$ cat src/rtl/fwd_start_pkg.sv
package fwd_start_pkg;

   typedef enum logic {
      FWD_CUT_THROUGH   = 1'b0,
      FWD_STORE_FORWARD = 1'b1
   } fwd_mode_e;

   function automatic int unsigned ceil_div(input int unsigned num, input int unsigned den);
      return (num + den - 1) / den;
   endfunction

endpackage

$ cat src/rtl/fsd_beat_tracker.sv
module fsd_beat_tracker #(
   parameter int unsigned BEAT_W = 12
) (
   input  logic              clk,
   input  logic              rst_n,
   input  logic              beat_valid,
   input  logic              beat_last,
   output logic              first_beat,
   output logic [BEAT_W-1:0] next_idx,
   output logic [BEAT_W-1:0] beats_seen
);

   localparam logic [BEAT_W-1:0] BEAT_MAX = {BEAT_W{1'b1}};

   logic [BEAT_W-1:0] beat_q;

   assign first_beat = (beat_q == '0);
   assign next_idx   = (beat_q == BEAT_MAX) ? BEAT_MAX : beat_q + 1'b1;
   assign beats_seen = beat_q;

   always_ff @(posedge clk or negedge rst_n) begin
      if (!rst_n) begin
         beat_q <= '0;
      end else if (beat_valid) begin
         if (beat_last) beat_q <= '0;
         else           beat_q <= next_idx;
      end
   end

   // the count returns to zero after an end-of-packet beat
   a_r2_clear_after_last: assert property (@(posedge clk) disable iff (!rst_n)
      (beat_valid && beat_last) |=> (beat_q == '0));

   // idle cycles leave the count untouched
   a_r9_idle_hold: assert property (@(posedge clk) disable iff (!rst_n)
      !beat_valid |=> $stable(beat_q));

endmodule

$ cat src/rtl/fsd_mode_hold.sv
module fsd_mode_hold
   import fwd_start_pkg::*;
(
   input  logic      clk,
   input  logic      rst_n,
   input  logic      beat_valid,
   input  logic      first_beat,
   input  fwd_mode_e mode_req,
   output fwd_mode_e eff_mode,
   output fwd_mode_e held_mode
);

   fwd_mode_e mode_q;

   // On the first beat the requested policy applies at once; after that the sampled one does
   assign eff_mode  = (beat_valid && first_beat) ? mode_req : mode_q;
   assign held_mode = mode_q;

   always_ff @(posedge clk or negedge rst_n) begin
      if (!rst_n)                       mode_q <= FWD_CUT_THROUGH;
      else if (beat_valid && first_beat) mode_q <= mode_req;
   end

   // no change of policy inside a packet
   a_r8_mode_frozen: assert property (@(posedge clk) disable iff (!rst_n)
      (beat_valid && !first_beat) |=> $stable(mode_q));

endmodule

$ cat src/rtl/fsd_trigger.sv
module fsd_trigger
   import fwd_start_pkg::*;
#(
   parameter int unsigned BEAT_W     = 12,
   parameter int unsigned THR_BEATS  = 5,
   parameter int unsigned BYTE_SHIFT = 3
) (
   input  logic                     clk,
   input  logic                     rst_n,
   input  logic                     beat_valid,
   input  logic                     beat_last,
   input  fwd_mode_e                eff_mode,
   input  logic [BEAT_W-1:0]        next_idx,
   output logic                     start_pulse,
   output logic [BEAT_W-1:0]        start_idx,
   output logic [BEAT_W+BYTE_SHIFT-1:0] start_bytes
);

   localparam logic [BEAT_W-1:0] THR_L = BEAT_W'(THR_BEATS);

   logic cut_hit;
   logic fired_q;
   logic trig;

   generate
      if (THR_BEATS <= 1) begin : g_thr_first
         assign cut_hit = 1'b1;
      end else begin : g_thr_cmp
         assign cut_hit = (next_idx >= THR_L);
      end
   endgenerate

   assign trig = beat_valid && !fired_q &&
                 (beat_last || ((eff_mode == FWD_CUT_THROUGH) && cut_hit));

   always_ff @(posedge clk or negedge rst_n) begin
      if (!rst_n) begin
         fired_q     <= 1'b0;
         start_pulse <= 1'b0;
         start_idx   <= '0;
         start_bytes <= '0;
      end else begin
         start_pulse <= trig;
         if (trig) begin
            start_idx   <= next_idx;
            start_bytes <= {next_idx, {BYTE_SHIFT{1'b0}}};
         end
         if (beat_valid && beat_last) fired_q <= 1'b0;
         else if (trig)               fired_q <= 1'b1;
      end
   end

   // once fired, no further pulse within the packet
   a_r6_single_pulse: assert property (@(posedge clk) disable iff (!rst_n)
      (fired_q && beat_valid) |=> !start_pulse);

   // cut-through never fires before the threshold beat unless the packet ends
   a_r3_not_early: assert property (@(posedge clk) disable iff (!rst_n)
      (beat_valid && !beat_last && (next_idx < THR_L)) |=> !start_pulse);

   // store-and-forward waits for the final beat
   a_r5_wait_last: assert property (@(posedge clk) disable iff (!rst_n)
      (beat_valid && !beat_last && (eff_mode == FWD_STORE_FORWARD)) |=> !start_pulse);

   // nothing fires on an idle cycle
   a_r9_no_idle_fire: assert property (@(posedge clk) disable iff (!rst_n)
      !beat_valid |=> !start_pulse);

endmodule

$ cat src/rtl/fwd_start_ctrl.sv
module fwd_start_ctrl
   import fwd_start_pkg::*;
#(
   parameter int unsigned DATA_W    = 64,
   parameter int unsigned CUT_BYTES = 38,
   parameter int unsigned BEAT_W    = 12,
   localparam int unsigned BPB        = DATA_W / 8,
   localparam int unsigned BYTE_SHIFT = $clog2(BPB),
   localparam int unsigned BYTE_W     = BEAT_W + BYTE_SHIFT
) (
   input  logic              clk,
   input  logic              rst_n,
   input  logic              mode_cfg,
   input  logic              in_valid,
   input  logic              in_last,
   output logic              fwd_start,
   output logic [BEAT_W-1:0] fwd_beat_idx,
   output logic [BYTE_W-1:0] fwd_bytes,
   output logic [BYTE_W-1:0] byte_count,
   output logic              active_mode
);

   localparam int unsigned THR_BEATS = ceil_div(CUT_BYTES, BPB);

   generate
      if ((DATA_W % 8) != 0 || DATA_W < 8) begin : g_bad_width
         $error("DATA_W must be a positive multiple of 8");
      end
      if ((1 << BYTE_SHIFT) != BPB) begin : g_bad_pow2
         $error("DATA_W/8 must be a power of two");
      end
      if (CUT_BYTES == 0) begin : g_bad_thr
         $error("CUT_BYTES must be non-zero");
      end
      if (THR_BEATS >= (1 << BEAT_W)) begin : g_bad_beatw
         $error("BEAT_W too narrow for the cut-through threshold");
      end
   endgenerate

   logic              first_beat;
   logic [BEAT_W-1:0] next_idx;
   logic [BEAT_W-1:0] beats_seen;
   fwd_mode_e         eff_mode;
   fwd_mode_e         held_mode;

   fsd_beat_tracker #(.BEAT_W(BEAT_W)) u_track (
      .clk        (clk),
      .rst_n      (rst_n),
      .beat_valid (in_valid),
      .beat_last  (in_last),
      .first_beat (first_beat),
      .next_idx   (next_idx),
      .beats_seen (beats_seen)
   );

   fsd_mode_hold u_mode (
      .clk        (clk),
      .rst_n      (rst_n),
      .beat_valid (in_valid),
      .first_beat (first_beat),
      .mode_req   (fwd_mode_e'(mode_cfg)),
      .eff_mode   (eff_mode),
      .held_mode  (held_mode)
   );

   fsd_trigger #(
      .BEAT_W     (BEAT_W),
      .THR_BEATS  (THR_BEATS),
      .BYTE_SHIFT (BYTE_SHIFT)
   ) u_trig (
      .clk         (clk),
      .rst_n       (rst_n),
      .beat_valid  (in_valid),
      .beat_last   (in_last),
      .eff_mode    (eff_mode),
      .next_idx    (next_idx),
      .start_pulse (fwd_start),
      .start_idx   (fwd_beat_idx),
      .start_bytes (fwd_bytes)
   );

   assign byte_count  = {beats_seen, {BYTE_SHIFT{1'b0}}};
   assign active_mode = held_mode;

   // reported bytes agree with the reported beat
   a_r7_bytes_match: assert property (@(posedge clk) disable iff (!rst_n)
      fwd_start |-> (fwd_bytes == BYTE_W'(fwd_beat_idx) * BYTE_W'(BPB)));

   // a pulse never reports beat zero
   a_r7_idx_nonzero: assert property (@(posedge clk) disable iff (!rst_n)
      fwd_start |-> (fwd_beat_idx != '0));

endmodule

$ cat config.mk
export PLATFORM = sky130hd
export DESIGN_NAME = fwd_start_ctrl
export DESIGN_NICKNAME = d
export VERILOG_FILES = /design/src/rtl/fwd_start_pkg.sv /design/src/rtl/fsd_beat_tracker.sv /design/src/rtl/fsd_mode_hold.sv /design/src/rtl/fsd_trigger.sv /design/src/rtl/fwd_start_ctrl.sv
export SDC_FILE = /design/constraint.sdc
export NUM_CORES = 1
export LEC_CHECK = 0
export BUFFER_PORTS_ARGS = -buffer_cell sky130_fd_sc_hd__buf_2
export CELL_PAD_IN_SITES_DETAIL_PLACEMENT = 0
export CELL_PAD_IN_SITES_GLOBAL_PLACEMENT = 2
export CORE_UTILIZATION = 34
export CTS_CLUSTER_DIAMETER = 40
export DETAILED_ROUTE_END_ITERATION = 10
export HOLD_SLACK_MARGIN = 0.1
export PLACE_DENSITY_LB_ADDON = 0.3
export SLEW_MARGIN = 20
export SYNTH_ARGS = -nofsm -noshare
export SYNTH_HDL_FRONTEND = slang
export SYNTH_HIERARCHICAL = 1
export SYNTH_SLANG_ARGS = --single-unit
$ cat constraint.sdc
create_clock -name clk -period 6.95 [get_ports clk]
set_clock_uncertainty 0.15 [all_clocks]
set_input_delay 0.3475 -clock clk [delete_from_list [all_inputs] [get_ports clk]]
set_output_delay 0.3475 -clock clk [all_outputs]
set_load 0.03 [all_outputs]
==> results of run 1 <==
## sequential cells by signal (all words and copies together) (netlist names)
signal,cells
u_track/beats_seen,12
u_trig/start_idx,12
u_mode/held_mode,1
u_trig/fired_q,1
u_trig/start_pulse,1
## how the worst max path moves through the flow
stage	from	to	slack [ns]	depth (start not counted)
floorplan	u_track/beats_seen[0]	u_trig/start_idx[0]	4.06	11
finish	u_track/beats_seen[0]	u_trig/start_idx[4]	3.83	10
global placement	u_track/beats_seen[0]	u_trig/start_idx[8]	3.84	10
global route	u_track/beats_seen[0]	u_trig/start_idx[0]	3.55	7
detailed placement	u_track/beats_seen[0]	u_trig/start_idx[1]	3.85	7
CTS	u_track/beats_seen[0]	u_trig/start_idx[1]	3.82	7
## metal layers
layer | share of wire [%] | vias to the layer above | track usage (%)
li1 | - | 798 | -
met1 | 50 | 770 | 23.0
met2 | 46 | 43 | 24.4
met3 | 3.6 | 2 | 1.67
met4 | 0.51 | 0 | 5.28
met5 | 0 | - | 0
## layout make-up
class	count	area [µm²]
inverter	5	18.8
tap	70	87.6
clock buffer	3	41.3
multi-input combinational	148	996
timing repair buffer	43	220
sequential	27	676
fill	590	3230
clock inverter	1	5.00
## metrics by stage
step / setup WS (ns) / area, µm² / cells / hold slack, ns / util [%]
final: 3.83 / 2040 / 297 / 0.164 / 38.8
after global routing: 3.55 / 2040 / 297 / 0.158 / 38.8
after CTS: 3.82 / 2040 / 297 / 0.155 / 38.8
after detailed placement: 3.85 / 1990 / 292 / 0.257 / 37.7
after global placement: 3.84 / 1990 / 292 / 0.254 / 37.7
after floorplan: 4.06 / 1930 / 216 / -0.0981 / -
## logic make-up after synthesis
family	synth area share (%)
flops	35.2
buf+inv	13.7
simple gates	23.8
xor+xnor	1.37
other cells	0.391
mux	0.782
fa+ha+maj	1.30
compound gates	23.5
## power by group through the flow
stage	Clock (µW)	Combinational, µW	Sequential, µW
3_5_place_dp	0	220	207
4_1_cts	97.3	221	205
6_report	89.8	219	204
3_3_place_gp	0	221	207
2_1_floorplan	0	148	246
5_1_grt	102	238	209
## cells in the final DEF, fill, tap and decap left out, types with 2 or more instances in the layout
master,Yosys,routed
sky130_fd_sc_hd__a41oi_1,3,3
sky130_fd_sc_hd__and4_1,5,5
sky130_fd_sc_hd__o21ai_0,19,19
sky130_fd_sc_hd__xnor2_1,3,3
sky130_fd_sc_hd__and2_1,2,2
sky130_fd_sc_hd__a31oi_1,8,8
sky130_fd_sc_hd__nand2_1,10,10
sky130_fd_sc_hd__nor3b_1,8,8
sky130_fd_sc_hd__o211ai_1,7,7
sky130_fd_sc_hd__ha_1,2,2
sky130_fd_sc_hd__conb_1,2,6
sky130_fd_sc_hd__a21oi_2,2,2
sky130_fd_sc_hd__clkbuf_8,0,3
sky130_fd_sc_hd__a21o_1,2,2
sky130_fd_sc_hd__o21a_1,6,6
sky130_fd_sc_hd__a311oi_1,2,2
sky130_fd_sc_hd__inv_1,5,5
sky130_fd_sc_hd__dfrtp_1,27,27
sky130_fd_sc_hd__buf_2,6,42
sky130_fd_sc_hd__and3_1,2,2
sky130_fd_sc_hd__nor4_1,2,2
sky130_fd_sc_hd__nor3_1,4,4
sky130_fd_sc_hd__a31o_2,2,2
sky130_fd_sc_hd__nor2_1,9,9
sky130_fd_sc_hd__nand3_1,5,5
sky130_fd_sc_hd__a211o_2,5,5
sky130_fd_sc_hd__or3b_2,6,6
sky130_fd_sc_hd__nand4_1,6,6
sky130_fd_sc_hd__a21oi_1,9,9
## what timing repair did
action / in CTS / in global routing
hold buffers: 1 / 0
endpoints found under the hold margin: 27 / 0
setup endpoints to repair: 0 / 0
## critical path, cell delays in order, from the launching register on
cell	delay (ns)
sky130_fd_sc_hd__dfrtp_1	0.47
sky130_fd_sc_hd__inv_1	0.09
sky130_fd_sc_hd__ha_1	0.13
sky130_fd_sc_hd__nor4b_1	0.24
sky130_fd_sc_hd__nand2_1	0.11
sky130_fd_sc_hd__nor4_1	0.28
sky130_fd_sc_hd__nand2_1	0.12
sky130_fd_sc_hd__mux2_4	0.22
sky130_fd_sc_hd__nor2b_2	0.70
sky130_fd_sc_hd__nor3b_1	0.17
sky130_fd_sc_hd__a211o_2	0.34
==> flow_summary.yaml, run 1 <==
timing:
  timing_max_transition_violations_final: 0
  finalHoldViolations: 0
  max_clock_freq_mhz: 320
  post-route-min-period_ns: 3.12
  setup_tns_ns: 0
  relSlewSlack_pct: 42.5
  timing.final.crit_share_pct: 45.0
  rsz_0062_raised_after_global_routing: "no"
  timing.final.setup_violations: 0
  worst_pin_slew_ns: 0.858
pwr:
  design_internal_power_uw: 288
  p_switching_uw: 224
  power_frac_comb_pct: 42.8
  seqPwrFrac_pct: 39.7
  p_leak_uw: 0.000991
  pwr_density_cell_nw_per_um2: 251
  p_clk_share_pct: 17.5
  totalPowerFinal_uw: 513
  peakVddDrop_mv: 0.125
  swShare_pct: 43.8
clock_network:
  htree_levels: 1
  clkTransAtPathRegs_ns: 0.09
  cts.repair.resized: 0
  clockRootBuffer: "sky130_fd_sc_hd__clkbuf_8"
  clock_sink_count: 27
  cts_made_buffers: 3
  clock_latency_ns: 0.27
  post_cts.repair.setup_buffers: 0
  tritoncts: "done"
  clock_path_buffers: 2
setup_path:
  cp.required_ns: 6.97
  critical_path.reg2reg.startpoint: "u_track/beats_seen[0]"
  crit-reg2reg-capture: "u_trig/start_idx[4]"
  end_kind: "register"
  worst_setup_path_start_kind: "register"
  worstPathArrival_ns: 3.14
  worst_path_max_fanout: 26
  ff2ff_setup_slack_ns: 3.83
  r2r_cells: 10
  worstSetupPathType: "reg -> reg"
yosys:
  synth_area_leaders: "sky130_fd_sc_hd__dfrtp_1 35%, sky130_fd_sc_hd__buf_4 7.4%, sky130_fd_sc_hd__o21ai_0 5.0%"
  synthArstFlopShare_pct: 100
  ys_top_cells_by_count: "27 x sky130_fd_sc_hd__dfrtp_1, 19 x sky130_fd_sc_hd__buf_4, 19 x sky130_fd_sc_hd__o21ai_0"
  yosysMostFrequentCell: "sky130_fd_sc_hd__dfrtp_1"
  synth-warning-count: 6
  post-synth-top-area-fraction_pct: 35.2
  yosysUniqueCellTypes: 44
  edff_count_synth: 0
  post-synth-top-area-cell: "sky130_fd_sc_hd__dfrtp_1"
  netlist_instances: 212
  sequential_area_share_after_synthesis_pct: 35.2
  synth-main-ff-cell: "sky130_fd_sc_hd__dfrtp_1"
  syn_area_per_cell_um2: 9.05
  synthesis.area_um2: 1920
  ys_ff_latch: 27
min_path:
  timing.hold.worst_path_depth: 2
  startpoint_of_the_most_critical_hold_path: "mode_cfg"
  hold-path-endpoint: "u_mode/held_mode"
  timing.hold.worst.class: "in -> reg"
grt:
  antenna_found_initial: 0
  grt_pass1_wl_um: 7640
  grt_start_max_net_pins: 30
  grt_ovf: 0
  first_global_vias: 1480
  gr-usage-all-layers_pct: 15.9
placed_design:
  place.port_buffers: 42
  place_hpwl_um: 3160
  gp_congestion: 0.750
route:
  num_vias: 1613
  count_of_unresolved_drc_violations_after_routing: 0
  wl_um: 4510
  via_per_inst: 5.43
  avgRoutedWirePerCell_um: 15.2
  drt-initial-drc-count: 105
  antenna_left: 0
  drtPass1Iterations: 4
floorplan:
  dieWidth_um: 77.1
  die-area_um2: 5950
  die_h_um: 77.1
  initial_util_pct: 36.4
  placementRows: 26
  ioPinCount: 49
  core-area_um2: 5270
cells_and_area:
  layout-drive-gt1-share_pct: 30.0
  num_antenna_cells: 0
  area_growth_syn_to_layout_pct: 6.52
  final_net_count: 235
run_status:
  outcome: "finished clean"
job:
  max_cap_violations: 0
(Power assumes the default switching activity.)
==> run 2: changes to the inputs <==
- CORE_UTILIZATION: 34 -> 31
- clock period: 6.95 -> 2.9 ns (I/O delays scaled with it)
==> run 2 against run 1 <==
  * Via count up 7.3%
  * Core utilization is 1.3 points lower
  * First-iteration DRC count fell by 27%
  * Power up 150%
==> flow_summary.yaml, run 2 (synthesis results as in run 1) <==
run_status:
  outcome: "finished clean"
timing:
  final_setup_slack_of_the_worst_path_ns: 0.213
  timing_max_transition_violations_final: 0
  setup_tns_ns: 0
  worst_pin_slew_ns: 0.830
  relSlewSlack_pct: 44.7
  timing.final.setup_violations: 0
  finalHoldViolations: 0
  rsz_0062_raised_after_global_routing: "no"
  timing.final.crit_share_pct: 92.6
  max_clock_freq_mhz: 372
  post-route-min-period_ns: 2.69
floorplan:
  core-area_um2: 5960
  placementRows: 28
  dieWidth_um: 80.7
  die-area_um2: 6510
  die_h_um: 80.7
  ioPinCount: 49
  initial_util_pct: 32.2
clock_network:
  clkTransAtPathRegs_ns: 0.10
  clockRootBuffer: "sky130_fd_sc_hd__clkbuf_8"
  clock_sink_count: 27
  cts_made_buffers: 3
  clock_latency_ns: 0.28
  clock_path_buffers: 2
  htree_levels: 1
  post_cts.repair.setup_buffers: 0
  tritoncts: "done"
grt:
  grt.met2_usage_pct: 28.1
  antenna_found_initial: 0
  grtUsageMet3_pct: 2.73
  first_global_vias: 1561
  grt_start_max_net_pins: 28
  grt_pass1_wl_um: 8220
  grt_ovf: 0
  grt.busiest_layer: "met2"
  gr-usage-all-layers_pct: 16.5
  globalRouteMet1Util_pct: 21.8
pwr:
  p_leak_uw: 0.00110
  totalPowerFinal_uw: 1270
  pwr_density_cell_nw_per_um2: 570
  peakVddDrop_mv: 0.376
placed_design:
  place_hpwl_um: 3630
  place_ws_ns: 0.0456
  gp_congestion: 0.786
  place.port_buffers: 42
setup_path:
  critPathMostFrequentCell: "sky130_fd_sc_hd__nand2_1"
  worst_path_max_fanout: 24
  path_cells: "inv_1 > ha_1 > nor4b_1 > nand2_1 > nor4_1 > nand2_1 > mux2_4 > nor2b_4 > or3b_2 > o211ai_1"
  timing.critical_path.slowest_cell_delay_ns: 0.50
  worstPathArrival_ns: 2.72
  worstSetupPathType: "reg -> reg"
  worst_path_max_delay_cell: "sky130_fd_sc_hd__or3b_2"
  end_kind: "register"
  cp.required_ns: 2.94
  worst_setup_path_start_kind: "register"
min_path:
  timing.hold.worst.class: "in -> reg"
cells_and_area:
  area_growth_syn_to_layout_pct: 16.4
  layout_commonest_cell: "sky130_fd_sc_hd__buf_2"
  most-common-layout-cells: "42 x sky130_fd_sc_hd__buf_2, 25 x sky130_fd_sc_hd__dfrtp_1, 21 x sky130_fd_sc_hd__buf_4"
  final_net_count: 258
  fill_cells: 641
  num_antenna_cells: 0
  layout-drive-gt1-share_pct: 36.0
route:
  count_of_unresolved_drc_violations_after_routing: 0
  wl_um: 4900
  antenna_left: 0
  avgRoutedWirePerCell_um: 15.1
  drt-initial-drc-count: 77
  via_per_inst: 5.33
  num_vias: 1731
  drtPass1Iterations: 4
job:
  max_cap_violations: 0
run 2: changes by cell type in the layout (fill, tap and decap cells not counted):
cell / before / now
sky130_fd_sc_hd__buf_4: 0 / 21
sky130_fd_sc_hd__clkbuf_1: 0 / 1
sky130_fd_sc_hd__clkinv_2: 1 / 0
sky130_fd_sc_hd__dfrtp_1: 27 / 25
sky130_fd_sc_hd__dfrtp_2: 0 / 2
sky130_fd_sc_hd__dlygate4sd3_1: 1 / 3
sky130_fd_sc_hd__nor2b_2: 1 / 0
sky130_fd_sc_hd__nor2b_4: 0 / 1
run 2: metal layers:
layer | up-vias | wire [µm]
met5 | - | 0
met4 | 0 | 25
met3 | 2 | 155
met2 | 38 | 2350
met1 | 849 | 2370
li1 | 842 | -
run 2: worst paths after layout:
kind                       cells after the start                  start  slack, ns                     to
min in group asynchronous                      2                  rst_n       0.27    u_trig/start_idx[6]
max in group asynchronous                      2                  rst_n       1.88  u_track/beats_seen[1]
max                                           10  u_track/beats_seen[0]       0.21    u_trig/start_idx[0]
min                                            2                in_last       0.20         u_trig/fired_q
min reg2reg                                    1       u_mode/held_mode       0.39       u_mode/held_mode
max reg2reg                                   10  u_track/beats_seen[0]       0.21    u_trig/start_idx[0]
run 2: critical path, delay by kind of cell (launching register included):
kind | cells | cell delay [ns]
compound gates | 1 | 0.18
fa+ha+maj | 1 | 0.13
buf+inv | 1 | 0.07
flops | 1 | 0.46
mux | 1 | 0.31
simple gates | 6 | 1.29
run 2: timing repair:
| action | in CTS | in global routing |
|---|---|---|
| hold endpoints to repair | 31 | 0 |
| setup endpoints to repair | 0 | 14 |
| hold buffers | 3 | 0 |
| resized for setup | 0 | 3 |
run 2: through the flow:
| stage | instances | util, % | hold WS [ns] | cell area (µm²) |
|---|---|---|---|---|
| after floorplan | 216 | - | -0.301 | 1930 |
| after global placement | 318 | 36.1 | 0.0666 | 2150 |
| after detailed placement | 318 | 36.1 | 0.0630 | 2150 |
| after CTS | 325 | 37.4 | 0.160 | 2230 |
| after global routing | 325 | 37.5 | 0.196 | 2230 |
| final | 325 | 37.5 | 0.197 | 2230 |
run 2: final cells by class:
type,count,area [µm²],area share [%]
well taps,75,93.8,4.20
multi-input cells,148,1000,44.8
repair buffers,66,398,17.8
inverters,5,18.8,0.840
flip-flops and latches,27,678,30.3
clock buffers,4,45.0,2.02
run 2: report_power, final:
part,internal [µW],total [µW],switching (µW)
registers,435,479,44.1
logic,194,576,382
clock network,98.5,219,121
total,727,1270,547
